### src/rtl/irq_pkg.sv
package irq_pkg;
  localparam int IRQ_N = 32;
  localparam logic [6:0] CUSTOM_OPC = 7'b0001011;
  localparam int BRK_BIT = 1;
  localparam int MIS_BIT = 2;

  typedef enum logic [2:0] {
    OP_NONE, OP_GETQ, OP_SETQ, OP_RETIRQ, OP_MASKIRQ, OP_WAITIRQ
  } irq_op_e;

  function automatic irq_op_e decode_op(input logic [6:0] opc, input logic [2:0] f3,
                                        input logic [6:0] f7, input logic [4:0] rs2);
    irq_op_e op;
    op = OP_NONE;
    if (opc == CUSTOM_OPC && f3 == 3'd0 && rs2 == 5'd0) begin
      case (f7)
        7'd0: op = OP_GETQ;
        7'd1: op = OP_SETQ;
        7'd2: op = OP_RETIRQ;
        7'd3: op = OP_MASKIRQ;
        7'd4: op = OP_WAITIRQ;
        default: op = OP_NONE;
      endcase
    end
    return op;
  endfunction

  function automatic logic [IRQ_N-1:0] merge_sources(input logic [IRQ_N-1:0] lines,
                                                     input logic brk, input logic mis);
    logic [IRQ_N-1:0] s;
    s = lines;
    s[BRK_BIT] = s[BRK_BIT] | brk;
    s[MIS_BIT] = s[MIS_BIT] | mis;
    return s;
  endfunction
endpackage

### src/rtl/irq_qbank.sv
module irq_qbank #(
  parameter int XLEN  = 32,
  parameter int QREGS = 4,
  localparam int QSEL_W = $clog2(QREGS)
) (
  input  logic              clk,
  input  logic              rst_n,
  input  logic              wr_en,
  input  logic [QSEL_W-1:0] wr_sel,
  input  logic [XLEN-1:0]   wr_data,
  input  logic              entry_en,
  input  logic [XLEN-1:0]   entry_ret,
  input  logic [XLEN-1:0]   entry_set,
  input  logic [QSEL_W-1:0] rd_sel,
  output logic [XLEN-1:0]   rd_data,
  output logic [XLEN-1:0]   q0_out
);
  logic [XLEN-1:0] qr [QREGS];

  for (genvar g = 0; g < QREGS; g++) begin : g_q
    if (g == 0) begin : g_ret
      always_ff @(posedge clk) begin
        if (!rst_n) qr[g] <= '0;
        else if (entry_en) qr[g] <= entry_ret;
        else if (wr_en && wr_sel == QSEL_W'(g)) qr[g] <= wr_data;
      end
    end else if (g == 1) begin : g_set
      always_ff @(posedge clk) begin
        if (!rst_n) qr[g] <= '0;
        else if (entry_en) qr[g] <= entry_set;
        else if (wr_en && wr_sel == QSEL_W'(g)) qr[g] <= wr_data;
      end
    end else begin : g_scratch
      always_ff @(posedge clk) begin
        if (wr_en && wr_sel == QSEL_W'(g)) qr[g] <= wr_data;
      end
    end
  end

  assign rd_data = qr[rd_sel];
  assign q0_out  = qr[0];
endmodule

### src/rtl/irq_pending.sv
module irq_pending #(
  parameter int N = 32,
  parameter logic [N-1:0] PERM = '0,
  parameter int BRK_BIT = 1,
  parameter int MIS_BIT = 2
) (
  input  logic         clk,
  input  logic         rst_n,
  input  logic         present,
  input  logic [N-1:0] src,
  input  logic         brk,
  input  logic         mis,
  input  logic         retire,
  input  logic         mask_we,
  input  logic [N-1:0] mask_wd,
  output logic [N-1:0] mask_q,
  output logic [N-1:0] pend_q,
  output logic [N-1:0] active,
  output logic [N-1:0] eoi_q,
  output logic         in_hdl,
  output logic         halted,
  output logic         take
);
  logic [N-1:0] mask_eff;
  logic         fault_stop;

  assign mask_eff   = mask_q | PERM;
  assign active     = pend_q & ~mask_eff;
  assign take       = present && !in_hdl && !halted && (|active);
  assign fault_stop = (brk && mask_eff[BRK_BIT]) || (mis && mask_eff[MIS_BIT]);

  always_ff @(posedge clk) begin
    if (!rst_n) begin
      mask_q <= '1;
      pend_q <= '0;
      eoi_q  <= '0;
      in_hdl <= 1'b0;
      halted <= 1'b0;
    end else begin
      pend_q <= (pend_q & ~(take ? active : '0)) | (src & ~PERM);
      if (mask_we) mask_q <= mask_wd;
      if (take) begin
        eoi_q  <= active;
        in_hdl <= 1'b1;
      end else if (retire) begin
        eoi_q  <= '0;
        in_hdl <= 1'b0;
      end
      if (fault_stop) halted <= 1'b1;
    end
  end

  p_eoi_on_entry_r5: assert property (@(posedge clk) disable iff (!rst_n)
    take |=> (eoi_q != '0) && in_hdl);
  p_eoi_drop_r7: assert property (@(posedge clk) disable iff (!rst_n)
    retire |=> (eoi_q == '0) && !in_hdl);
  p_mask_swap_r4: assert property (@(posedge clk) disable iff (!rst_n)
    mask_we |=> mask_q == $past(mask_wd));
  p_halt_sticky_r12: assert property (@(posedge clk) disable iff (!rst_n)
    halted |=> halted);
  p_perm_quiet_r9: assert property (@(posedge clk) disable iff (!rst_n)
    (pend_q & PERM) == '0);
endmodule

### src/rtl/irq_ctrl_unit.sv
module irq_ctrl_unit #(
  parameter int XLEN = 32,
  parameter logic [31:0] PERM_MASK = 32'h0000_0000,
  parameter logic [31:0] HANDLER_PC = 32'h0000_0010
) (
  input  logic        clk,
  input  logic        rst_n,
  input  logic        instr_valid,
  input  logic [6:0]  opcode,
  input  logic [2:0]  funct3,
  input  logic [6:0]  funct7,
  input  logic [4:0]  rs2_field,
  input  logic [1:0]  rd_qsel,
  input  logic [1:0]  rs1_qsel,
  input  logic [31:0] src_val,
  input  logic [31:0] pc_cur,
  input  logic [31:0] irq_lines,
  input  logic        fault_break,
  input  logic        fault_misalign,
  output logic        res_valid,
  output logic [31:0] res_data,
  output logic        redirect_valid,
  output logic [31:0] redirect_pc,
  output logic        stall,
  output logic [31:0] eoi,
  output logic        halted
);
  import irq_pkg::*;

  localparam int QREGS = 4;

  irq_op_e     op;
  logic        take, exec, in_hdl;
  logic [31:0] mask_q, pend_q, active, sources;
  logic [31:0] q_rd, q0;

  assign op      = decode_op(opcode, funct3, funct7, rs2_field);
  assign sources = merge_sources(irq_lines, fault_break, fault_misalign);
  assign exec    = instr_valid && !halted && !take && op != OP_NONE;

  irq_pending #(.N(IRQ_N), .PERM(PERM_MASK), .BRK_BIT(BRK_BIT), .MIS_BIT(MIS_BIT)) u_pend (
    .clk(clk), .rst_n(rst_n), .present(instr_valid), .src(sources),
    .brk(fault_break), .mis(fault_misalign),
    .retire(exec && op == OP_RETIRQ),
    .mask_we(exec && op == OP_MASKIRQ), .mask_wd(src_val),
    .mask_q(mask_q), .pend_q(pend_q), .active(active), .eoi_q(eoi),
    .in_hdl(in_hdl), .halted(halted), .take(take)
  );

  irq_qbank #(.XLEN(XLEN), .QREGS(QREGS)) u_qbank (
    .clk(clk), .rst_n(rst_n),
    .wr_en(exec && op == OP_SETQ), .wr_sel(rd_qsel), .wr_data(src_val),
    .entry_en(take), .entry_ret(pc_cur), .entry_set(active),
    .rd_sel(rs1_qsel), .rd_data(q_rd), .q0_out(q0)
  );

  always_comb begin
    res_valid = 1'b0;
    res_data  = '0;
    stall     = 1'b0;
    if (exec) begin
      case (op)
        OP_GETQ:    begin res_valid = 1'b1; res_data = q_rd; end
        OP_MASKIRQ: begin res_valid = 1'b1; res_data = mask_q; end
        OP_WAITIRQ: begin
          if (pend_q == '0) stall = 1'b1;
          else begin res_valid = 1'b1; res_data = pend_q; end
        end
        default: ;
      endcase
    end
  end

  assign redirect_valid = take || (exec && op == OP_RETIRQ);
  assign redirect_pc    = take ? HANDLER_PC : q0;

  p_ret_addr_r5: assert property (@(posedge clk) disable iff (!rst_n)
    take |=> q0 == $past(pc_cur));
  p_wait_nonzero_r8: assert property (@(posedge clk) disable iff (!rst_n)
    (res_valid && op == OP_WAITIRQ) |-> res_data != '0);
  p_no_nest_r6: assert property (@(posedge clk) disable iff (!rst_n)
    (in_hdl && !(exec && op == OP_RETIRQ)) |=> $stable(q0));
  p_halt_silent_r12: assert property (@(posedge clk) disable iff (!rst_n)
    halted |-> !res_valid && !redirect_valid);
endmodule

### config.mk
export PLATFORM = sky130hd
export DESIGN_NAME = irq_ctrl_unit
export DESIGN_NICKNAME = d
export VERILOG_FILES = /design/src/rtl/irq_pkg.sv /design/src/rtl/irq_qbank.sv /design/src/rtl/irq_pending.sv /design/src/rtl/irq_ctrl_unit.sv
export SDC_FILE = /design/constraint.sdc
export NUM_CORES = 1
export LEC_CHECK = 0
export CORE_MARGIN = 10
export CORE_UTILIZATION = 40
export DETAILED_ROUTE_END_ITERATION = 6
export MAX_ROUTING_LAYER = met4
export PLACE_DENSITY = 0.65
export SETUP_SLACK_MARGIN = 0.1
export SLEW_MARGIN = 25
export SYNTH_ARGS = -nofsm -noshare
export SYNTH_HDL_FRONTEND = slang
export SYNTH_SLANG_ARGS = --single-unit
### constraint.sdc
create_clock -name clk -period 10.63 [get_ports clk]
set_input_delay 1.063 -clock clk [delete_from_list [all_inputs] [get_ports clk]]
set_output_delay 1.063 -clock clk [all_outputs]
set_load 0.01 [all_outputs]
[Word-level counts from Yosys, hierarchy flattened]
Memories as Yosys holds them, arrays and structs flattened.
Index checks and enable logic that the tools add are counted.
Operators by class
  bitwise logic cells: 11
  multiplexer cells: 40
  equality and inequality tests: 13
  reduce and logical (&&, ||, !) cells: 32
Operators by type and width (count)
  32-bit two-way mux: 11
  32-bit one-hot mux with 3 select lines: 1
  32-bit AND: 2
  32-bit inverter: 2
  32-bit OR reduction: 2
  32-bit zero test: 1
  32-bit bitwise OR: 1
  1-bit two-way mux: 24
  1-bit logical AND: 17
  3-bit one-hot mux with 5 select lines: 1
  7-bit by 2-bit equality test with 1-bit output, second input constant: 2
  7-bit by 1-bit equality test with 1-bit output, second input constant: 1
  7-bit by 3-bit equality test with 1-bit output, second input constant: 1
  7-bit by 4-bit equality test with 1-bit output, second input constant: 1
  7-bit zero test: 1
  3-bit by 2-bit equality test with 1-bit output, second input constant: 2
  3-bit equality test, second input constant: 2
  1-bit bitwise OR: 6
  5-bit zero test: 1
  2-bit equality test, second input constant: 2
  3-bit by 1-bit equality test with 1-bit output, second input constant: 1
  1-bit zero test: 3
  3-bit zero test: 1
  3-bit two-way mux: 1
  other kinds (8): 9
Word-level totals
  register bits: 98
  output and inout port bits: 100
  RAM bits: 128
  memories kept: 1
Memory list
  u_qbank.qr: words 4, width 32, read ports 2, clocked after memory_dff 0, wr ports 3, RTL line irq_qbank.sv:18  | logic [XLEN-1:0] qr [QREGS];

[Logic depth before layout (Yosys ltp)]
Gate-level depths: netlist (run 1).
  word-level depth: 14
  mapped depth: 8

[Hierarchy]
Synthesis (run 1) repeated with hierarchy kept, for this count alone.
Second synthesis, totals
  cell total of the unflattened synthesis: 880
  area, all modules: 10682.7 um2
By module, submodules not included
  irq_qbank: area each 5435.2 um2, cells each 261, instances 1, sequential area each 3843.7 um2
  irq_pending: area each 3958.8 um2, cells each 431, instances 1, sequential area each 1961.9 um2
  irq_ctrl_unit: area each 1288.7 um2, cells each 188, instances 1, sequential area each 0.0 um2

[Least setup slack after synthesis (run 1)]
No wires, ideal clock.
  path kind: input port to flip-flop
  from: input port funct7[3]
  to: memory u_qbank.qr[3][0] (enable)
  slack: 4947 ps
  stages on the path: 5
  buffers on the path: 0
  data arrival time: 5182 ps
  setup time: 501 ps
  cell sequence: nor4_2 nand4_2 nor3_4 nand2_2 nor4_1
RTL lines
  from (decl): RTL line irq_ctrl_unit.sv:11  | input logic [6:0] funct7,
  to (decl): RTL line irq_qbank.sv:18

[Worst setup path after layout (run 1)]
  from: input port opcode[5]
  to: output port res_data[23]
On the way
  cells in the longest elaborated chain, start to end: 7
Ends and longest elaborated chain
  from (decl): RTL line irq_ctrl_unit.sv:9  | input logic [6:0] opcode,
  7-bit by 4-bit equality test with 1-bit output *: RTL line irq_pkg.sv:15  | if (opc == CUSTOM_OPC && f3 == 3'd0 && rs2 == 5'd0) begin
  1-bit logical AND * (2 in series): RTL line irq_pkg.sv:15
  3-bit two-way mux *: RTL line irq_pkg.sv:15
  3-bit equality test, or another cell as far along: RTL line irq_ctrl_unit.sv:62  | case (op)
  32-bit one-hot mux with 3 select lines or 1-bit logical AND (tied branches): RTL line irq_ctrl_unit.sv:62, irq_ctrl_unit.sv:39
  32-bit two-way mux *: RTL line irq_ctrl_unit.sv:61  | if (exec) begin
  to (decl): RTL line irq_ctrl_unit.sv:21  | output logic [31:0] res_data,
Mark *: on every way between the ends. The rest lies on a longest branch, timed or not.

==> results.yml, run 1 <==
status:
  status: "complete, but fails checks"
  violations: "DRC"
power:
  p_int_w: 0.001510
  pwr-share-seq: 0.492
  p_per_area_nw_per_um2: 139.7
  cellLeakagePower_nw: 4.317
  combPwrFrac: 0.076
  p_sw_w: 0.0004287
  ir_drop_mv: 0.09503
  switching_share: 0.2211
  clkPwrFrac: 0.432
sta:
  tightest_slew_ns: 1.056
  fin_tns_setup_ns: 0
  grt_setup_unrepaired: "no"
  fmax_mhz: 171.0
  fin_crit_sh: 0.5503
  hold_viol: 0
  slew_headroom: 0.2953
  setup_viol: 0
  timing.hold.ws_ns: 0.4554
  finClkSkew_ns: 0.008615
  slew_viol_final: 0
  period_needed_ns: 5.849
synth:
  syn_avg_cell_area_um2: 11.35
  netlist_instances: 938
  syn_area_um2: 10640
  ys_top_cells_by_area: "edfxtp_1 36%, dfxtp_1 18%, mux4_2 6.8%"
  synth_compound_area_frac: 0.1688
  synth_seq_area_share: 0.5455
  yosys_register_bits: 226
  synth_top_family_by_area: "simple AND/OR/NAND/NOR gates"
  netlist.area_leader.share: 0.3612
  synth_cell_types: 42
  synth.largest_area_cell: "edfxtp_1"
  yosys_warnings: 0
  synth_xor_area_frac: 0
  synthSimpleGateAreaFrac: 0.1773
  synth_nets: 1065
  muxShareOfSynthArea: 0.06772
  synth-adder-area-share: 0
clock_network:
  cts_buffer_depth: 3
  clock_latency_ns: 0.52
  clockRootBuffer: "clkbuf_16"
  cts_resized: 0
  clkTransAtPathRegs_ns: 0.06
  hold_buffers: 0
  cts_tree: "built"
  numCtsBuffers: 25
  clock_sinks: 226
  post_cts_buffers: 0
  cts.htree.levels: 1
setup_path:
  worstSetupEndpoint: "res_data[23]"
  path_class: "in -> out"
  cp.required_ns: 9.57
  crit_start: "opcode[5]"
  rrSetupSlack_ns: 6.67
  r2r_start: "u_pend.mask_q[2]"
  cp-start-kind: "primary input"
  worstPathMaxFanout: 35
  arrival_ns: 4.79
  cp_num_cells: 9
  critPathMaxStageDelay_ns: 0.68
  slowest_stage: "nand3_1"
  crit_chain: "clkdlybuf4s50_1, nor4_1, nand4_2, nor3_4, buf_4, nand3_1, buf_4, nor2_1, clkdlybuf4s50_1"
  timing.rr.end: "u_qbank.qr[0][13]"
  reg2reg_depth: 8
  cp.buffers_inverters: 4
  crit_path_end_kind: "primary output"
  cpLargestDelayFamily: "buffers and inverters"
global_route:
  grt_use_total: 0.2277
  grt_pass1_wl_um: 57530
  antenna_found_initial: 0
  grt_max_degree: 71
  grt_pass1_vias: 9229
  grt_overflow: 0
placement:
  io_buffers: 226
  gp_congestion: 0.8169
  dp_hpwl_um: 24910
  place_inst: 1432
final_layout:
  drive_gt1_frac: 0.1296
  area_growth_pct: 30.46
  layoutNonFillerInstCount: 1477
  nFillCells: 2301
  diodes: 0
  nNetsFinal: 1251
floorplanning:
  initial_core_util: 0.4073
  rows: 59
  ios: 227
  core_um2: 26130
  dieHeight_um: 183.1
  dieArea_um2: 33530
  die_w_um: 183.1
route:
  routed_via_density: 6.198
  vias: 9155
  post-route-drc-count: 1
  drt.antenna.violating_nets: 0
  routed_wl_um: 38780
  drt_first_pass_iters: 7
  wl_per_cell_um: 26.25
  dr.first_iter.drc_count: 1304
min_path:
  hold_path_class: "reg -> reg"
flow_run:
  maxCapViolCount: 0
through the flow:
stage	area (um2)	worst slack, ns	total power (W)	utilization
after global placement	13100	4.857	0.001117	0.5012
after global routing	13880	4.596	0.001993	0.5313
final	13880	4.781	0.001939	0.5313
after detailed placement	13100	4.792	0.001118	0.5013
after CTS	13880	4.763	0.001947	0.5310
after floorplan	10640	4.947	0.001026	-
metal layers:
metal / vias up / track usage / wire [um]
met5: - / - / 0
met4: 0 / 0.04656 / 589
met3: 53 / 0.03972 / 3490
met2: 537 / 0.3651 / 18550
met1: 4532 / 0.2981 / 16140
li1: 4033 / - / -
logic make-up (layout without fill, tap and decap cells):
logic type | Yosys count | in the layout
simple gates | 357 | 357
compound gates | 233 | 233
flops | 226 | 226
mux | 32 | 32
buf+inv | 90 | 294
registers in the layout (all words and copies together), names as in the netlist:
signal         count
u_qbank.qr       128
u_pend.eoi_q      32
u_pend.mask_q     32
u_pend.pend_q     32
u_pend.halted      1
u_pend.in_hdl      1
worst reg2reg max path: cells and delay by family, from the launching register on:
kind                   cells  cell delay (ns)
AO/OA/AOI/OAI              2             0.49
buffers and inverters      2             1.30
flip-flops                 1             0.43
AND/OR/NAND/NOR            4             1.58
cells in the final DEF, fill, tap and decap left out, types with 3 or more instances in the layout:
| cell | n |
|---|---|
| clkdlybuf4s50_1 | 222 |
| edfxtp_1 | 128 |
| nand3_1 | 98 |
| dfxtp_1 | 98 |
| nor2_1 | 72 |
| o21ai_0 | 62 |
| nand2_1 | 42 |
| nand4_1 | 40 |
| o22ai_2 | 40 |
| a21oi_1 | 34 |
| nand2b_1 | 32 |
| mux4_2 | 32 |
| a222oi_1 | 32 |
| o2bb2ai_1 | 32 |
| and2_1 | 31 |
| clkbuf_16 | 25 |
| o22ai_1 | 24 |
| buf_4 | 19 |
| nor4_1 | 12 |
| clkbuf_1 | 12 |
| buf_2 | 4 |
| o21ai_4 | 3 |
| nor4_2 | 3 |
| nor3_1 | 3 |
| inv_1 | 3 |
| clkinv_1 | 3 |
| o21ai_1 | 3 |
Yosys cell counts:
master / instances
edfxtp_1: 128
dfxtp_1: 98
nand3_1: 98
nor2_1: 74
o21ai_0: 64
clkbuf_1: 57
nand2_1: 43
nand4_1: 40
o22ai_2: 40
a21oi_1: 34
a222oi_1: 32
and2_1: 32
mux4_2: 32
nand2b_1: 32
o2bb2ai_1: 32
o22ai_1: 24
buf_2: 16
nor4_1: 14
buf_6: 7
buf_4: 6
nor3_1: 4
inv_1: 3
o21ai_1: 3
nand2_2: 2
nand4b_1: 2
nor4_2: 2
nor4b_1: 2
or2b_1: 2
or4_4: 2
a211oi_1: 1
a221oi_1: 1
clkinv_1: 1
nand2_4: 1
nand4_2: 1
nor3_2: 1
nor3_4: 1
nor3b_2: 1
nor4bb_1: 1
o21a_1: 1
o21ai_4: 1
or3_1: 1
or4b_1: 1
cell type report:
cell class | count | area (um2) | area share
Clock inverter | 6 | 77.57 | 0.005587
Clock buffer | 39 | 698.2 | 0.05028
Sequential cell | 226 | 5806 | 0.4181
Inverter | 4 | 15.01 | 0.001081
Timing Repair Buffer | 245 | 2385 | 0.1718
Tap cell | 335 | 419.2 | 0.03019
Multi-Input combinational cell | 622 | 4484 | 0.3230
power groups by stage:
stage / sequential, W / combinational [W] / clock, W
2_1_floorplan: 0.000968 / 0.0000586 / 0
3_3_place_gp: 0.000972 / 0.000145 / 0
3_5_place_dp: 0.000973 / 0.000146 / 0
4_1_cts: 0.000954 / 0.000146 / 0.000846
5_1_grt: 0.000956 / 0.000156 / 0.000881
6_report: 0.000955 / 0.000147 / 0.000837
how the worst min path moves through the flow:
stage,start,endpoint,slack (ns),cells after the start
3_5_place_dp,u_pend.eoi_q[16],u_pend.eoi_q[16],0.45,2
4_1_cts,u_pend.eoi_q[16],u_pend.eoi_q[16],0.46,2
5_1_grt,u_pend.eoi_q[17],u_pend.eoi_q[17],0.48,2
2_1_floorplan,u_pend.in_hdl,u_pend.in_hdl,0.46,2
6_report,u_pend.eoi_q[17],u_pend.eoi_q[17],0.46,2
3_3_place_gp,u_pend.eoi_q[29],u_pend.eoi_q[29],0.44,2
Power figures use the tool's default switching activity.
==> run 2: changes to the inputs <==
==> constraint.sdc (replaced) <==
create_clock -name clk -period 5.4 [get_ports clk]
set_input_delay 0.54 -clock clk [delete_from_list [all_inputs] [get_ports clk]]
set_output_delay 0.54 -clock clk [all_outputs]
set_load 0.01 [all_outputs]
==> run 2 against run 1 <==
- the run now ends clean
- clock power up 96%
- global-route usage grew 0.088 points
- worst hold slack better by 0.00060 ns
- first-iteration DRC count decreased by 16%
- clock skew up 0.0048 ns
- worst setup slack lost 3.5 ns
- largest cell class unchanged
- highest routed layer unchanged
==> results.yml, run 2 (same netlist as run 1, synthesis figures left out) <==
status:
  status: "completed"
global_route:
  grt_pass1_wl_um: 57780
  grt_use_total: 0.2286
  grt_max_degree: 65
  grt_overflow: 0
  antenna_found_initial: 0
  grt_pass1_vias: 9113
clock_network:
  clock_sinks: 226
  cts_buffer_depth: 3
  hold_buffers: 0
  post_cts_buffers: 0
  clkTransAtPathRegs_ns: 0.06
  cts_resized: 0
  cts_tree: "built"
  clock_latency_ns: 0.52
  clockRootBuffer: "clkbuf_16"
  numCtsBuffers: 25
  cts.htree.levels: 1
route:
  wl_per_cell_um: 26.06
  vias: 9098
  routed_wl_um: 38680
  drt_first_pass_iters: 7
  drt.antenna.violating_nets: 0
  routed_via_density: 6.131
  dr.first_iter.drc_count: 1098
  post-route-drc-count: 0
final_layout:
  utilization: 0.5341
  most-common-layout-cells: "222 x clkdlybuf4s50_1, 128 x edfxtp_1, 98 x nand3_1, 98 x dfxtp_1, 72 x nor2_1"
  nFillCells: 2319
  top_register: "u_qbank.qr"
  nNetsFinal: 1259
  drive_gt1_frac: 0.1358
  multi_input_area_um2: 4482
  seqCellArea_um2: 5806
  layout_commonest_cell: "clkdlybuf4s50_1"
  diodes: 0
  largest_register_ffs: 128
  area_growth_pct: 31.14
power:
  p_per_area_nw_per_um2: 273.1
  p_sw_w: 0.0008533
  pwr-share-seq: 0.493
  p_int_w: 0.002959
  clkPwrFrac: 0.431
  ir_drop_mv: 0.1591
  cellLeakagePower_nw: 4.363
  combPwrFrac: 0.076
  switching_share: 0.2238
sta:
  finClkSkew_ns: 0.01338
  worst_slack_ns: 1.234
  slew_viol_final: 0
  period_needed_ns: 4.166
  tightest_slew_ns: 1.041
  hold_viol: 0
  slew_headroom: 0.3061
  setup_viol: 0
  fin_crit_sh: 0.7714
  fmax_mhz: 240.1
  fin_tns_setup_ns: 0
  grt_setup_unrepaired: "no"
setup_path:
  crit_top_cell: "nor4_1"
  r2r_start: "u_pend.mask_q[2]"
  crit_path_end_kind: "primary output"
  critPathMaxStageDelay_ns: 0.81
  crit_start: "u_pend.pend_q[6]"
  crit_chain: "nor4_1, nand2_1, nor4_1, nor3_2, buf_4, a222oi_1, nor2_1, clkdlybuf4s50_1"
  worstPathMaxFanout: 17
  timing.rr.end: "u_qbank.qr[0][29]"
  path_class: "reg -> out"
  reg2reg_depth: 7
  worstSetupEndpoint: "res_data[21]"
  rrSetupSlack_ns: 2.14
  cp-start-kind: "flop"
  slowest_stage: "nor4_1"
  cp.required_ns: 4.86
  arrival_ns: 3.63
placement:
  io_buffers: 226
  gp_congestion: 0.8285
  dp_hpwl_um: 26180
  pre_cts_ws_ns: 1.304
floorplanning:
  initial_core_util: 0.4073
  ios: 227
  core_um2: 26130
  rows: 59
  dieHeight_um: 183.1
  die_w_um: 183.1
  dieArea_um2: 33530
min_path:
  hold_path_class: "reg -> reg"
flow_run:
  maxCapViolCount: 0
[run 2: final cells by class]
cell class,instances,share of cell area
inverter,4,0.001076
clock buffer,42,0.05522
tap,335,0.03003
timing repair buffer,253,0.1761
clock inverter,2,0.0005379
sequential,226,0.4160
multi-input combinational,622,0.3211
[run 2: worst min-delay path by stage]
stage,to,depth (start not counted),from
finish,u_pend.eoi_q[1],2,u_pend.eoi_q[1]
global placement,u_pend.eoi_q[17],2,u_pend.eoi_q[17]
global route,u_pend.eoi_q[21],2,u_pend.eoi_q[21]
CTS,u_pend.eoi_q[21],2,u_pend.eoi_q[21]
detailed placement,u_pend.eoi_q[1],2,u_pend.eoi_q[1]
floorplan,u_pend.in_hdl,2,u_pend.in_hdl
[run 2: power by group through the flow]
stage,sequential [W],clock [W],combinational [W]
6_report,0.00188,0.00164,0.000290
2_1_floorplan,0.00190,0,0.000115
3_3_place_gp,0.00191,0,0.000286
3_5_place_dp,0.00192,0,0.000288
5_1_grt,0.00188,0.00172,0.000308
4_1_cts,0.00188,0.00165,0.000290
[run 2: per-layer routing]
metal	routed length, um	up-vias	global-route usage
met5	0	-	-
met4	677	0	0.04525
met3	3308	48	0.04802
met2	18410	457	0.3683
met1	16280	4546	0.2931
li1	-	4047	-
[run 2: worst max-delay path: cells and delay by family (launching register included)]
kind	cells	cell delay, ns
and+or+nand+nor	5	1.69
buffers and inverters	2	0.74
DFF	1	0.34
AOI/OAI and AO/OA	1	0.34
[run 2: through the flow]
stage	instances	hold slack, ns	total power (W)	cell area [um2]
3_5_place_dp	1440	0.4481	0.002203	13170
3_3_place_gp	1440	0.4437	0.002200	13170
2_1_floorplan	938	0.4577	0.002020	10640
6_report	1484	0.4560	0.003812	13960
4_1_cts	1484	0.4578	0.003823	13950
5_1_grt	1484	0.4814	0.003915	13960
==> run 3: changes to the inputs <==
==> constraint.sdc (replaced) <==
create_clock -name clk -period 4 [get_ports clk]
set_input_delay 0.4 -clock clk [delete_from_list [all_inputs] [get_ports clk]]
set_output_delay 0.4 -clock clk [all_outputs]
set_load 0.01 [all_outputs]
==> run 3 against run 2 <==
- combinational power rose by 38%
- core utilization rose by 0.73 points
- count of clock-buffer cells in the layout decreased by 3
- sequential power increased by 35%
- via count up 2.2%
- critical path type unchanged
- sequential share of layout area fell by 0.56 points
- critical path depth unchanged
- final area up 1.4%
- non-clock buffer count is 16 higher
- clock power increased by 37%
- the run now ends with DRC left
==> results.yml, run 3 (same netlist as run 1, synthesis figures left out) <==
sta:
  slew_headroom: 0.5134
  hold_viol: 0
  fin_tns_setup_ns: 0
  fmax_mhz: 268.6
  period_needed_ns: 3.722
  slew_viol_final: 0
  finClkSkew_ns: 0.01660
  fin_crit_sh: 0.9306
  setup_viol: 0
  timing.hold.ws_ns: 0.3642
  grt_setup_unrepaired: "no"
  tightest_slew_ns: 0.7299
final_layout:
  final_area_um2: 14150
  layoutNonFillerInstCount: 1502
  area_growth_pct: 32.94
  layout_commonest_cell: "clkdlybuf4s50_1"
  drive_gt1_frac: 0.1509
  largest_register_ffs: 128
  utilization: 0.5414
  nFillCells: 2308
  top_register: "u_qbank.qr"
  most-common-layout-cells: "222 x clkdlybuf4s50_1, 128 x edfxtp_1, 98 x nand3_1, 98 x dfxtp_1, 72 x nor2_1"
  nNetsFinal: 1275
route:
  post-route-drc-count: 2
  routed_via_density: 6.190
  drt.antenna.violating_nets: 0
  wl_per_cell_um: 26.22
  dr.first_iter.drc_count: 1064
  vias: 9297
  drt_first_pass_iters: 7
  routed_wl_um: 39380
status:
  violations: "DRC"
  status: "complete, but fails checks"
setup_path:
  cpLargestDelayFamily: "simple AND/OR/NAND/NOR gates"
  path_class: "reg -> out"
  cp.buffers_inverters: 2
  arrival_ns: 3.32
  worstPathMaxFanout: 17
  slowest_stage: "clkdlybuf4s50_1"
  crit_path_end_kind: "primary output"
  cp.required_ns: 3.60
  crit_chain: "nand2b_1, nand4_1, or4_4, o21ai_4, nand3_1, buf_4, nor2_1, clkdlybuf4s50_1"
  critPathMaxStageDelay_ns: 0.56
  cp-start-kind: "flop"
floorplanning:
  die_w_um: 183.1
  initial_core_util: 0.4073
  dieHeight_um: 183.1
  rows: 59
  ios: 227
  dieArea_um2: 33530
  core_um2: 26130
power:
  p_per_area_nw_per_um2: 366.8
  clkPwrFrac: 0.434
  combPwrFrac: 0.077
  ir_drop_mv: 0.2264
  pwr-share-seq: 0.490
  p_sw_w: 0.001161
  cellLeakagePower_nw: 4.480
  p_int_w: 0.004029
  switching_share: 0.2237
global_route:
  antenna_found_initial: 1
  grt_pass1_wl_um: 59300
  grt_use_total: 0.2340
  grt_max_degree: 50
  grt_pass1_vias: 9626
  grt_overflow: 0
clock_network:
  numCtsBuffers: 25
  hold_buffers: 0
  clock_latency_ns: 0.52
  clkTransAtPathRegs_ns: 0.06
  cts_tree: "built"
  cts_buffer_depth: 3
  cts.htree.levels: 1
  clockRootBuffer: "clkbuf_16"
  post_cts_buffers: 0
  clock_sinks: 226
flow_run:
  maxCapViolCount: 0
min_path:
  hold_path_class: "in -> reg"
placement:
  io_buffers: 226
  placed_area_um2: 13340
  gp_congestion: 0.8141
  dp_hpwl_um: 27160
  place_inst: 1456
-- run 3: cell count changes in the layout (fill, tap and decap cells not counted), moves of 2 or more --
cell | before | now
clkbuf_8 | 6 | 4
buf_12 | 1 | 5
clkinv_2 | 0 | 2
or2b_4 | 0 | 2
or2b_1 | 2 | 0
buf_4 | 26 | 37
-- run 3: metrics by stage --
| stage | total power [W] | worst slack, ns |
|---|---|---|
| after global placement | 0.002981 | 0.4139 |
| after floorplan | 0.002727 | -1.224 |
| after CTS | 0.005210 | 0.1249 |
| final | 0.005190 | 0.2776 |
| after detailed placement | 0.002984 | 0.3776 |
| after global routing | 0.005340 | 0.1212 |
-- run 3: power by group through the flow --
| stage | registers, W | logic, W | clock network, W |
|---|---|---|---|
| 2_1_floorplan | 0.00257 | 0.000156 | 0 |
| 4_1_cts | 0.00254 | 0.000399 | 0.00227 |
| 5_1_grt | 0.00254 | 0.000424 | 0.00237 |
| 6_report | 0.00254 | 0.000399 | 0.00225 |
| 3_5_place_dp | 0.00259 | 0.000396 | 0 |
| 3_3_place_gp | 0.00259 | 0.000394 | 0 |
-- run 3: worst paths after layout --
path	start	end	slack, ns	cells past startpoint
worst max-delay path	u_pend.mask_q[0]	res_data[23]	0.28	8
worst min-delay path	rst_n	u_pend.mask_q[2]	0.36	3
worst max register to register	u_pend.mask_q[0]	u_qbank.qr[0][26]	0.90	9
worst min register to register	u_pend.eoi_q[15]	u_pend.eoi_q[15]	0.46	2
-- run 3: worst reg2reg max path, cell delays in order (launching register included) --
cell	delay [ns]
dfxtp_1	0.39
nand2b_1	0.29
nand4_1	0.16
or4_4	0.54
o21ai_4	0.30
buf_6	0.32
buf_4	0.22
nand2_4	0.05
buf_4	0.36
o2bb2ai_1	0.30
-- run 3: layout make-up --
| type | count | area [um2] | share of cell area |
|---|---|---|---|
| sequential | 226 | 5806 | 0.4103 |
| multi-input combinational | 622 | 4479 | 0.3166 |
| timing repair buffer | 269 | 2631 | 0.1860 |
| clock buffer | 39 | 739.5 | 0.05226 |
| tap | 335 | 419.2 | 0.02962 |
| clock inverter | 6 | 56.30 | 0.003979 |
| inverter | 4 | 15.01 | 0.001061 |
| antenna | 1 | 2.502 | 0.0001769 |
-- run 3: repair_timing --
item | CTS | global route
endpoints found under the setup margin | 11 | 16
endpoints found under the hold margin | 0 | 0
resized for setup | 1 | 2
-- run 3: layer usage --
layer,vias to the layer above,GRT usage,routed length (um)
li1,4089,-,-
met1,4659,0.2942,16260
met2,486,0.3836,18940
met3,63,0.04387,3455
met4,0,0.05541,726
met5,-,-,0
